### src/rtl/framer_pkg.sv
package framer_pkg;

  localparam int ENV_COUNT = 8;
  localparam logic [31:0] TERM_MASK = 32'hF000_F000;
  localparam logic [31:0] TERM_MATCH = 32'h5000_5000;

  typedef enum logic [1:0] {
    LEN_FIXED,
    LEN_STRIP_SINGLE,
    LEN_STRIP_PAIR
  } lenKind_t;

  typedef struct packed {
    logic storeWord;
    logic markStart;
    logic emitPkt;
    logic dropPkt;
    logic envWrite;
  } ctrlStrobe_t;

  function automatic lenKind_t lenKindOf(input logic [7:0] op);
    if (op[7:3] == 5'b01001) return LEN_STRIP_SINGLE;
    if (op[7:3] == 5'b01011) return LEN_STRIP_PAIR;
    return LEN_FIXED;
  endfunction

  // Extra words after word 0 for fixed-length opcodes.
  function automatic logic [3:0] extraWords(input logic [7:0] op);
    logic [3:0] n;
    n = 4'd0;
    unique case (op[7:5])
      3'd0: n = (op == 8'h02) ? 4'd2 : 4'd0;
      3'd1: begin
        unique case (op[4:2])
          3'd0: n = 4'd3;
          3'd1: n = 4'd6;
          3'd2: n = 4'd4;
          3'd3: n = 4'd8;
          3'd4: n = 4'd5;
          3'd5: n = 4'd8;
          3'd6: n = 4'd7;
          default: n = 4'd11;
        endcase
      end
      3'd2: n = op[4] ? 4'd3 : 4'd2;
      3'd3: begin
        unique case (op[4:2])
          3'd0: n = 4'd2;
          3'd1: n = 4'd3;
          3'd2: n = 4'd1;
          3'd3: n = 4'd0;
          3'd4: n = 4'd1;
          3'd5: n = 4'd2;
          3'd6: n = 4'd1;
          default: n = 4'd2;
        endcase
      end
      3'd4: n = 4'd3;
      3'd5, 3'd6: n = 4'd2;
      default: n = 4'd0;
    endcase
    return n;
  endfunction

  function automatic logic isTerminator(input logic [31:0] w);
    return (w & TERM_MASK) == TERM_MATCH;
  endfunction

endpackage

### src/rtl/framer_ctrl.sv
module framer_ctrl
  import framer_pkg::*;
#(
  parameter int DEPTH = 32,
  parameter int CW = 6,
  parameter int LW = 6
) (
  input  logic              clk,
  input  logic              rstN,
  input  logic              inFire,
  input  logic [31:0]       wordIn,
  output ctrlStrobe_t       strobe,
  output logic [LW-1:0]     emitLen,
  output logic [7:0]        emitOp
);

  typedef enum logic [1:0] {ST_IDLE, ST_COLLECT, ST_DISCARD} state_t;

  state_t        stateQ, stateD;
  logic [CW-1:0] idxQ, idxD;
  logic [3:0]    lastQ, lastD;
  lenKind_t      kindQ, kindD;
  logic [7:0]    opQ, opD;

  logic [7:0] hdrOp;
  logic [3:0] hdrExtra;
  lenKind_t   hdrKind;
  logic       termWord;
  logic       stripHit;

  assign hdrOp    = wordIn[31:24];
  assign hdrExtra = extraWords(hdrOp);
  assign hdrKind  = lenKindOf(hdrOp);
  assign termWord = isTerminator(wordIn);

  always_comb begin
    strobe   = '0;
    stateD   = stateQ;
    idxD     = idxQ;
    lastD    = lastQ;
    kindD    = kindQ;
    opD      = opQ;
    emitLen  = LW'(idxQ) + LW'(1);
    emitOp   = opQ;
    stripHit = 1'b0;
    unique case (stateQ)
      ST_IDLE: begin
        emitLen = LW'(1);
        emitOp  = hdrOp;
        if (inFire) begin
          strobe.storeWord = 1'b1;
          strobe.markStart = 1'b1;
          strobe.envWrite  = (hdrOp[7:3] == 5'b11100);
          if (hdrKind == LEN_FIXED && hdrExtra == 4'd0) begin
            strobe.emitPkt = 1'b1;
          end else begin
            stateD = ST_COLLECT;
            idxD   = CW'(1);
            lastD  = hdrExtra;
            kindD  = hdrKind;
            opD    = hdrOp;
          end
        end
      end
      ST_COLLECT: begin
        if (inFire) begin
          strobe.storeWord = 1'b1;
          idxD = idxQ + CW'(1);
          if (kindQ == LEN_FIXED) begin
            if (idxQ == CW'(lastQ)) begin
              strobe.emitPkt = 1'b1;
              stateD = ST_IDLE;
            end
          end else begin
            if (kindQ == LEN_STRIP_SINGLE) stripHit = termWord && (idxQ >= CW'(3));
            else stripHit = termWord && (idxQ >= CW'(4)) && !idxQ[0];
            if (stripHit) begin
              strobe.emitPkt = 1'b1;
              stateD = ST_IDLE;
            end else if (idxQ == CW'(DEPTH - 1)) begin
              strobe.dropPkt = 1'b1;
              stateD = ST_DISCARD;
            end
          end
        end
      end
      ST_DISCARD: begin
        if (inFire) begin
          idxD = idxQ + CW'(1);
          if (termWord && (kindQ == LEN_STRIP_SINGLE || !idxQ[0])) stateD = ST_IDLE;
        end
      end
      default: stateD = ST_IDLE;
    endcase
  end

  always_ff @(posedge clk or negedge rstN) begin
    if (!rstN) begin
      stateQ <= ST_IDLE;
      idxQ   <= '0;
      lastQ  <= '0;
      kindQ  <= LEN_FIXED;
      opQ    <= '0;
    end else begin
      stateQ <= stateD;
      idxQ   <= idxD;
      lastQ  <= lastD;
      kindQ  <= kindD;
      opQ    <= opD;
    end
  end

endmodule

### src/rtl/framer_dp.sv
module framer_dp
  import framer_pkg::*;
#(
  parameter int DEPTH = 32,
  parameter int AW = 5,
  parameter int LW = 6
) (
  input  logic          clk,
  input  logic          rstN,
  input  ctrlStrobe_t   strobe,
  input  logic [31:0]   wordIn,
  input  logic [LW-1:0] emitLen,
  input  logic [7:0]    emitOp,
  input  logic [AW-1:0] rdAddr,
  input  logic [2:0]    envSel,
  output logic          pktValid,
  output logic [7:0]    pktOpcode,
  output logic [LW-1:0] pktLen,
  output logic [AW-1:0] pktStart,
  output logic          pktDrop,
  output logic [31:0]   rdData,
  output logic [31:0]   envData,
  output logic [12:0]   statusLow
);

  logic [31:0]   bufMem [DEPTH];
  logic [AW-1:0] wrPtrQ, startPtrQ, emitStart;
  logic [31:0]   envBank [ENV_COUNT];

  always_ff @(posedge clk) begin
    if (strobe.storeWord) bufMem[wrPtrQ] <= wordIn;
  end

  assign emitStart = strobe.markStart ? wrPtrQ : startPtrQ;

  always_ff @(posedge clk or negedge rstN) begin
    if (!rstN) begin
      wrPtrQ    <= '0;
      startPtrQ <= '0;
      pktValid  <= 1'b0;
      pktOpcode <= '0;
      pktLen    <= '0;
      pktStart  <= '0;
      pktDrop   <= 1'b0;
    end else begin
      if (strobe.storeWord)
        wrPtrQ <= (wrPtrQ == AW'(DEPTH - 1)) ? '0 : wrPtrQ + AW'(1);
      if (strobe.markStart) startPtrQ <= wrPtrQ;
      pktValid <= strobe.emitPkt;
      pktDrop  <= strobe.dropPkt;
      if (strobe.emitPkt) begin
        pktOpcode <= emitOp;
        pktLen    <= emitLen;
        pktStart  <= emitStart;
      end
    end
  end

  for (genvar g = 0; g < ENV_COUNT; g++) begin : gEnv
    logic [31:0] envQ;
    always_ff @(posedge clk or negedge rstN) begin
      if (!rstN) envQ <= {8'(8'hE0 + g), 24'h0};
      else if (strobe.envWrite && wordIn[26:24] == 3'(g)) envQ <= wordIn;
    end
    assign envBank[g] = envQ;
  end

  assign rdData    = bufMem[rdAddr];
  assign envData   = envBank[envSel];
  assign statusLow = {envBank[6][1:0], envBank[1][10:0]};

endmodule

### src/rtl/packet_framer.sv
module packet_framer
  import framer_pkg::*;
#(
  parameter int DEPTH = 32,
  localparam int AW = $clog2(DEPTH),
  localparam int LW = $clog2(DEPTH + 1),
  localparam int CW = $clog2(DEPTH) + 1
) (
  input  logic          clk,
  input  logic          rstN,
  input  logic [31:0]   wordIn,
  input  logic          wordValid,
  output logic          wordReady,
  output logic          pktValid,
  output logic [7:0]    pktOpcode,
  output logic [LW-1:0] pktLen,
  output logic [AW-1:0] pktStart,
  output logic          pktDrop,
  input  logic [AW-1:0] rdAddr,
  output logic [31:0]   rdData,
  input  logic [2:0]    envSel,
  output logic [31:0]   envData,
  output logic [12:0]   statusLow
);

  ctrlStrobe_t   strobe;
  logic [LW-1:0] emitLen;
  logic [7:0]    emitOp;
  logic          readyQ;

  always_ff @(posedge clk or negedge rstN) begin
    if (!rstN) readyQ <= 1'b0;
    else readyQ <= 1'b1;
  end

  assign wordReady = readyQ;

  framer_ctrl #(.DEPTH(DEPTH), .CW(CW), .LW(LW)) uCtrl (
    .clk(clk), .rstN(rstN), .inFire(wordValid && readyQ), .wordIn(wordIn),
    .strobe(strobe), .emitLen(emitLen), .emitOp(emitOp)
  );

  framer_dp #(.DEPTH(DEPTH), .AW(AW), .LW(LW)) uDp (
    .clk(clk), .rstN(rstN), .strobe(strobe), .wordIn(wordIn),
    .emitLen(emitLen), .emitOp(emitOp), .rdAddr(rdAddr), .envSel(envSel),
    .pktValid(pktValid), .pktOpcode(pktOpcode), .pktLen(pktLen),
    .pktStart(pktStart), .pktDrop(pktDrop), .rdData(rdData),
    .envData(envData), .statusLow(statusLow)
  );

endmodule

### config.mk
export PLATFORM = sky130hd
export DESIGN_NAME = packet_framer
export DESIGN_NICKNAME = d
export VERILOG_FILES = /design/src/rtl/framer_pkg.sv /design/src/rtl/framer_ctrl.sv /design/src/rtl/framer_dp.sv /design/src/rtl/packet_framer.sv
export SDC_FILE = /design/constraint.sdc
export NUM_CORES = 1
export LEC_CHECK = 0
export CAP_MARGIN = 40
export CORE_AREA = 2 2 313 315
export DETAILED_ROUTE_END_ITERATION = 8
export DIE_AREA = 0 0 315 317
export PLACE_DENSITY_LB_ADDON = 0.15
export SETUP_SLACK_MARGIN = 0.4
export SLEW_MARGIN = 20
export SYNTH_ARGS = -nofsm -noshare
export SYNTH_HDL_FRONTEND = slang
export SYNTH_SLANG_ARGS = --single-unit
### constraint.sdc
create_clock -name clk -period 3.3 [get_ports clk]
set_clock_uncertainty 0.1 [all_clocks]
set_input_delay 0.66 -clock clk [delete_from_list [all_inputs] [get_ports clk]]
set_output_delay 0.66 -clock clk [all_outputs]
set_load 0.05 [all_outputs]
==> impl_metrics.py, run 1 <==
metrics = {
    "run_status": {
        "outcome": "finished, violations left",
        "violations": "negative setup slack",
    },
    "timing": {
        "hold_slack_ns": 0.377,
        "clock.fmax_mhz": 290,
        "slew_headroom_pct": 40.5,
        "final_hold_viol_count": 0,
        "tns_ns": -2.44,
        "fin_crit_ns": 3.45,
        "tightest_slew_ns": 0.892,
        "timing.final.crit_share_pct": 105,
        "grt_setup_unrepaired": "true",
        "drv_slew": 0,
        "final_critical_path_setup_slack_ns": -0.153,
        "setup_viol": 28,
    },
    "logic_synthesis": {
        "async_flop_share_pct": 23.2,
        "yosys-top-cells-area": "edfxtp_1 (58%), mux4_2 (16%), dfrtp_1 (13%)",
        "synth-warning-count": 0,
        "syn_area_um2": 52800,
        "synth_most_common_cell": "edfxtp_1",
        "yosysTopAreaCell": "edfxtp_1",
        "synthAdderAreaFrac_pct": 0.237,
        "synth_fp_nets": 2504,
        "ys.flop_type": "edfxtp_1",
        "synth_top_family_by_area": "multiplexers",
        "synth_compound_area_share_pct": 0.554,
        "synth-simple-area-share_pct": 2.13,
        "yosys-mux-area-fraction_pct": 22.5,
        "syn_area_per_cell_um2": 21.6,
        "synth_xor_area_share_pct": 0.133,
        "ys_ff_latch": 1334,
        "synth_cells": 2451,
        "synth_edf_count": 1024,
        "synth.top_cell.area_share_pct": 58.2,
        "ys_seq_area_share_pct": 73.0,
        "synth_cell_types": 51,
        "synth_commonest_cells": "edfxtp_1 (1024), mux4_2 (384), mux2_2 (276)",
    },
    "cells_and_area": {
        "regArea_um2": 38600,
        "final_nets": 2876,
        "fillerInstances": 6192,
        "area_growth_pct": 20.0,
        "fin_cells": 4209,
        "drive_above_1_share_pct": 43.6,
        "multiInputGateArea_um2": 13900,
    },
    "worst_hold_path": {
        "min_from": "uCtrl.opQ[5]$_DFFE_PN0P_",
        "hold-path-cell-count": 2,
        "hold_end": "uCtrl.opQ[5]$_DFFE_PN0P_",
        "hp-class": "reg2reg",
    },
    "clock_tree": {
        "clock_sinks": 1334,
        "clkTransAtPathRegs_ns": 0.06,
        "h-tree-depth": 4,
        "clk-insertion-delay-late_ns": 0.73,
        "cts_buffers": 137,
        "cts_root_buffer": "clkbuf_16",
        "cts_max_path_buffers": 3,
        "cts_tree": "yes",
    },
    "global_route": {
        "grt_pass1_wl_um": 187000,
        "antenna_found_initial": 5,
        "grt_max_degree": 110,
        "grt_pass1_vias": 27712,
        "grt_usage_pct": 26.3,
        "grt_overflow": 0,
    },
    "worst_setup_path": {
        "r2r_start": "uCtrl.idxQ[0]$_DFFE_PN0P_",
        "startpoint_type": "input port",
        "arrival_ns": 2.69,
        "reg2reg_depth": 8,
        "reg2reg_to": "uDp.pktStart[1]$_DFFE_PN0P_",
        "critPathKind": "in2out",
        "r2r_slack_ns": 0.68,
        "end_kind": "output port",
        "worstPathMaxFanout": 6,
        "critical_path_required_ns": 2.54,
    },
    "floorplan": {
        "die_h_um": 317,
        "boundaryPins": 142,
        "start_util_pct": 54.9,
        "die_area_um2": 99900,
        "core.rowCount": 114,
        "coreArea_um2": 96300,
        "die_x_um": 315,
    },
    "place": {
        "port_buffers": 141,
        "gp_congestion": 0.824,
        "dpl.hpwl_um": 73400,
        "place_inst": 3927,
    },
    "routing": {
        "first_pass_iters": 5,
        "viasPerCell": 6.21,
        "antenna_left": 0,
        "wl_um": 128000,
        "drc": 0,
        "wl_per_cell_um": 30.3,
        "dr.first_iter.drc_count": 3087,
        "via_count": 26124,
    },
    "pwr": {
        "power.leakage_nw": 22.8,
        "worst_ir_drop_vdd_uv": 526,
        "powerDensity_nw_per_um2": 612,
    },
    "run": {
        "drv_cap": 0,
    },
}
## state kept, by name (all words and copies together) (netlist names), 5 cells and up
name           count
uCtrl.idxQ         6
uDp.pktLen         6
uCtrl.opQ          8
uDp.startPtrQ      5
uDp.gEnv.envQ    256
uDp.bufMem      1024
uDp.pktStart       5
uDp.wrPtrQ         5
uDp.pktOpcode      8
## final cells by class
type	count	share of cell area, %
flip-flops and latches	1334	60.8
multi-input cells	953	22.0
repair buffers	382	7.72
clock buffers	186	6.03
well taps	1276	2.52
clock inverters	62	0.900
inverters	15	0.0888
diodes	1	0.00395
## cell families after synthesis
logic type	Yosys count
XOR/XNOR	8
adder cells (fa/ha/maj)	10
buffers and inverters	164
AO/OA/AOI/OAI	44
flip-flops	1334
multiplexers	673
other	1
AND/OR/NAND/NOR	217
## layout by cell type, fill, tap and decap left out, types with 6 or more instances in the layout
master / Yosys / layout
clkinv_1: 0 / 20
buf_6: 3 / 37
buf_12: 0 / 101
nand2_1: 47 / 47
mux2_2: 276 / 249
or2_2: 33 / 33
clkbuf_8: 0 / 6
clkbuf_16: 0 / 148
bufinv_16: 0 / 9
and2_1: 7 / 7
buf_8: 0 / 14
o21ai_0: 20 / 20
dfrtp_1: 274 / 274
mux2_4: 0 / 27
buf_16: 0 / 13
mux4_2: 384 / 384
clkbuf_1: 63 / 35
xnor2_1: 6 / 6
nor2b_1: 27 / 27
edfxtp_1: 1024 / 1024
ha_1: 10 / 10
dfstp_2: 36 / 36
nand3_1: 10 / 10
mux2_1: 13 / 13
nor2_4: 0 / 38
nor2_1: 56 / 18
inv_6: 0 / 6
buf_4: 17 / 140
clkdlybuf4s50_1: 0 / 68
clkinv_2: 0 / 20
inv_1: 15 / 15
## per-layer routing
layer	vias up	track usage, %	part of all wire [%]
met4	0	7.51	2.4
met3	203	4.87	6.7
li1	10778	-	-
met5	-	0	0
met1	14139	34.8	39
met2	1004	45.1	52
## critical path, stage by stage
cell    delay (ns)
buf_16        0.12
buf_12        0.14
buf_8         0.13
buf_12        0.14
mux4_2        0.52
mux4_2        0.52
mux2_4        0.29
buf_6         0.15
## what timing repair did
item                                    CTS  global route
gates cloned                              7             4
hold buffers                              1             0
endpoints found under the setup margin   36            36
hold endpoints to repair                 81             0
resized for setup                        81            16
buffers inserted                         16             2
## per-stage QoR
stage               util (%)  total power, mW  setup WS [ns]  instance area [um2]
floorplan                  -             22.0         -0.110                52800
global placement        60.4             23.8         -0.202                58100
detailed placement      60.4             23.9         -0.224                58100
CTS                     65.6             39.1         -0.168                63200
global route            65.9             40.0         -0.176                63400
finish                  65.9             38.8         -0.153                63400
## where the power goes
part,internal (mW),switching (mW),total [mW]
clock,8.84,6.23,15.1
combinational,1.86,2.63,4.49
sequential,18.9,0.394,19.3
## worst max path at each step
stage	slack, ns	to	startpoint
floorplan	-0.11	uDp.bufMem[31][0]$_DFFE_PP_	wordReady$_DFF_PN0_
global placement	-0.20	rdData[18]	rdAddr[0]
detailed placement	-0.22	uDp.pktStart[1]$_DFFE_PN0P_	wordIn[12]
CTS	-0.17	rdData[26]	rdAddr[0]
global route	-0.18	rdData[26]	rdAddr[0]
finish	-0.15	rdData[26]	rdAddr[0]
(Power assumes the default switching activity.)
==> inputs of run 2 (changes only) <==
--- a/config.mk
+++ b/config.mk
@@ -10,7 +10,7 @@
 export DETAILED_ROUTE_END_ITERATION = 8
 export DIE_AREA = 0 0 315 317
 export PLACE_DENSITY_LB_ADDON = 0.15
-export SETUP_SLACK_MARGIN = 0.4
+export SETUP_SLACK_MARGIN = 0.5
 export SLEW_MARGIN = 20
 export SYNTH_ARGS = -nofsm -noshare
 export SYNTH_HDL_FRONTEND = slang
==> run 2 against run 1 <==
  * The run still ends with negative setup slack left
  * Global-route usage is 0.13 points higher
  * Maximum frequency rose by 1.3%
  * Die area is the same
  * First-iteration DRC count grew 2.3%
  * Combinational power up 2%
  * Critical path depth decreased by 1
  * Sequential share of layout area decreased by 0.61 points
  * Highest routed layer unchanged
==> impl_metrics.py, run 2 (synthesis gave the netlist of run 1 again) <==
metrics = {
    "clock_tree": {
        "h-tree-depth": 4,
        "clock_sinks": 1334,
        "cts_max_path_buffers": 3,
        "cts_tree": "yes",
        "cts_root_buffer": "clkbuf_16",
        "clkTransAtPathRegs_ns": 0.05,
        "cts_buffers": 136,
        "clk-insertion-delay-late_ns": 0.74,
    },
    "global_route": {
        "grt_usage_pct": 26.4,
        "grt_pass1_wl_um": 188000,
        "grt_overflow": 0,
        "antenna_found_initial": 3,
        "grt_pass1_vias": 27777,
        "grt_max_degree": 80,
    },
    "worst_setup_path": {
        "arrival_ns": 2.65,
        "crit_path_top_delay_cell": "mux4_2",
        "end_kind": "output port",
        "startpoint_type": "input port",
        "cpMostUsedCell": "mux4_2",
        "reg2reg_depth": 8,
        "cp-endpoint": "rdData[16]",
        "worst-path-buf-inv": 4,
        "path_depth": 7,
        "path_delay_family": "multiplexers",
        "worstPathMaxFanout": 7,
        "r2r_start": "uCtrl.idxQ[0]$_DFFE_PN0P_",
        "critical_path_required_ns": 2.54,
        "r2r_slack_ns": 0.73,
        "critPathKind": "in2out",
        "critPathLaunch": "rdAddr[0]",
        "slowest_delay_ns": 0.51,
        "reg2reg_to": "uDp.pktStart[4]$_DFFE_PN0P_",
        "crit_chain": "buf_16, buf_12, buf_6, mux4_2, mux4_2, mux2_4, buf_4",
    },
    "worst_hold_path": {
        "hp-class": "in2async",
    },
    "routing": {
        "via_count": 26400,
        "dr.first_iter.drc_count": 3158,
        "wl_um": 129000,
        "viasPerCell": 6.21,
        "drc": 0,
        "first_pass_iters": 7,
        "antenna_left": 0,
        "wl_per_cell_um": 30.5,
    },
    "cells_and_area": {
        "drive_above_1_share_pct": 44.4,
        "final_nets": 2919,
        "top_regs": "uDp.bufMem x1024, uDp.gEnv.envQ x256",
        "final_common_cell": "edfxtp_1",
        "fillerInstances": 6138,
        "largest_reg_flops": 1024,
        "area_growth_pct": 21.2,
        "largest_register": "uDp.bufMem",
        "mostFrequentLayoutCells": "edfxtp_1 (1024), mux4_2 (384), dfrtp_1 (274), mux2_2 (212), buf_4 (153)",
    },
    "floorplan": {
        "start_util_pct": 54.9,
        "boundaryPins": 142,
        "die_area_um2": 99900,
        "die_h_um": 317,
        "coreArea_um2": 96300,
        "core.rowCount": 114,
        "die_x_um": 315,
    },
    "timing": {
        "timing.final.crit_share_pct": 103,
        "final_hold_viol_count": 0,
        "slew_headroom_pct": 52.3,
        "hold_slack_ns": 0.382,
        "final_critical_path_setup_slack_ns": -0.108,
        "tightest_slew_ns": 0.716,
        "grt_setup_unrepaired": "true",
        "drv_slew": 0,
        "fin_crit_ns": 3.41,
        "clock.fmax_mhz": 293,
        "setup_viol": 31,
    },
    "run_status": {
        "violations": "negative setup slack",
        "outcome": "finished, violations left",
    },
    "place": {
        "port_buffers": 141,
        "dpl.hpwl_um": 73900,
        "preCtsSetupSlack_ns": -0.232,
        "gp_congestion": 0.831,
    },
    "run": {
        "drv_cap": 0,
    },
    "pwr": {
        "powerDensity_nw_per_um2": 604,
        "power.leakage_nw": 23.2,
        "worst_ir_drop_vdd_uv": 522,
    },
}
==> run 2: changes by cell type in the layout (fill, tap and decap cells not counted), moves of 5 or more <==
cell | previous run | this run
buf_12 | 101 | 96
buf_4 | 140 | 153
buf_8 | 14 | 48
clkbuf_8 | 6 | 11
mux2_2 | 249 | 212
mux2_4 | 27 | 64
==> run 2: final cells by class <==
cell class | instances | area, um2 | share of cell area, %
Sequential cell | 1334 | 38600 | 60.2
Multi-Input combinational cell | 953 | 14100 | 22.0
Timing Repair Buffer | 426 | 5490 | 8.56
Tap cell | 1276 | 1600 | 2.49
Clock inverter | 56 | 465 | 0.727
Clock buffer | 189 | 3840 | 5.99
Antenna cell | 1 | 2.50 | 0.00391
Inverter | 15 | 56.3 | 0.0879
==> run 2: worst min-delay path by stage <==
stage	endpoint	start	cells after the start	slack, ns
floorplan	uCtrl.idxQ[0]$_DFFE_PN0P_	rstN	0	0.26
global route	uDp.startPtrQ[4]$_DFF_PN0_	uDp.startPtrQ[4]$_DFF_PN0_	2	0.40
detailed placement	uDp.gEnv[0].envQ[26]$_DFFE_PN0P_	uDp.gEnv[0].envQ[26]$_DFFE_PN0P_	1	0.37
global placement	uCtrl.opQ[5]$_DFFE_PN0P_	uCtrl.opQ[5]$_DFFE_PN0P_	2	0.36
CTS	uDp.gEnv[0].envQ[26]$_DFFE_PN0P_	uDp.gEnv[0].envQ[26]$_DFFE_PN0P_	1	0.38
finish	uDp.pktValid$_DFF_PN0_	rstN	2	0.38
==> run 2: metal layers <==
| metal | vias to the layer above | share of wire (%) | GRT usage [%] |
|---|---|---|---|
| met5 | - | 0 | 0 |
| met4 | 0 | 2.3 | 7.63 |
| met3 | 184 | 6.8 | 4.29 |
| met2 | 1070 | 51 | 44.4 |
| met1 | 14281 | 40 | 36.2 |
| li1 | 10865 | - | - |
==> run 2: where the power goes <==
part	switching [mW]	internal (mW)	total, mW
clock network	6.21	8.60	14.8
registers	0.380	18.9	19.3
logic	2.67	1.93	4.60
total	9.26	29.4	38.7
==> run 2: per-stage QoR <==
| step | util (%) | setup TNS (ns) | cell area (um2) | power, mW | instances |
|---|---|---|---|---|---|
| after CTS | 66.2 | -2.76 | 63700 | 38.9 | 4230 |
| after detailed placement | 60.6 | -6.00 | 58400 | 24.0 | 3957 |
| after global placement | 60.6 | -5.10 | 58400 | 23.9 | 3955 |
| final | 66.5 | -2.12 | 64100 | 38.7 | 4250 |
| after floorplan | - | 0 | 53500 | 22.1 | 2451 |
| after global routing | 66.5 | -3.43 | 64100 | 39.9 | 4250 |
==> run 2: worst reg2reg max path, cell delays in order, from the launching register on <==
cell     delay (ns)
dfrtp_1        0.48
ha_1           0.31
nor2b_1        0.15
nor4b_1        0.27
o22ai_1        0.17
buf_4          0.17
a32oi_2        0.22
buf_12         0.21
mux2_2         0.37
==> run 2: what timing repair did <==
action,in CTS,in global routing
cloned,8,7
setup buffers,19,12
hold buffers,1,0
hold endpoints to repair,62,0
resized for setup,179,10
endpoints found under the setup margin,65,64
pin swaps,0,0
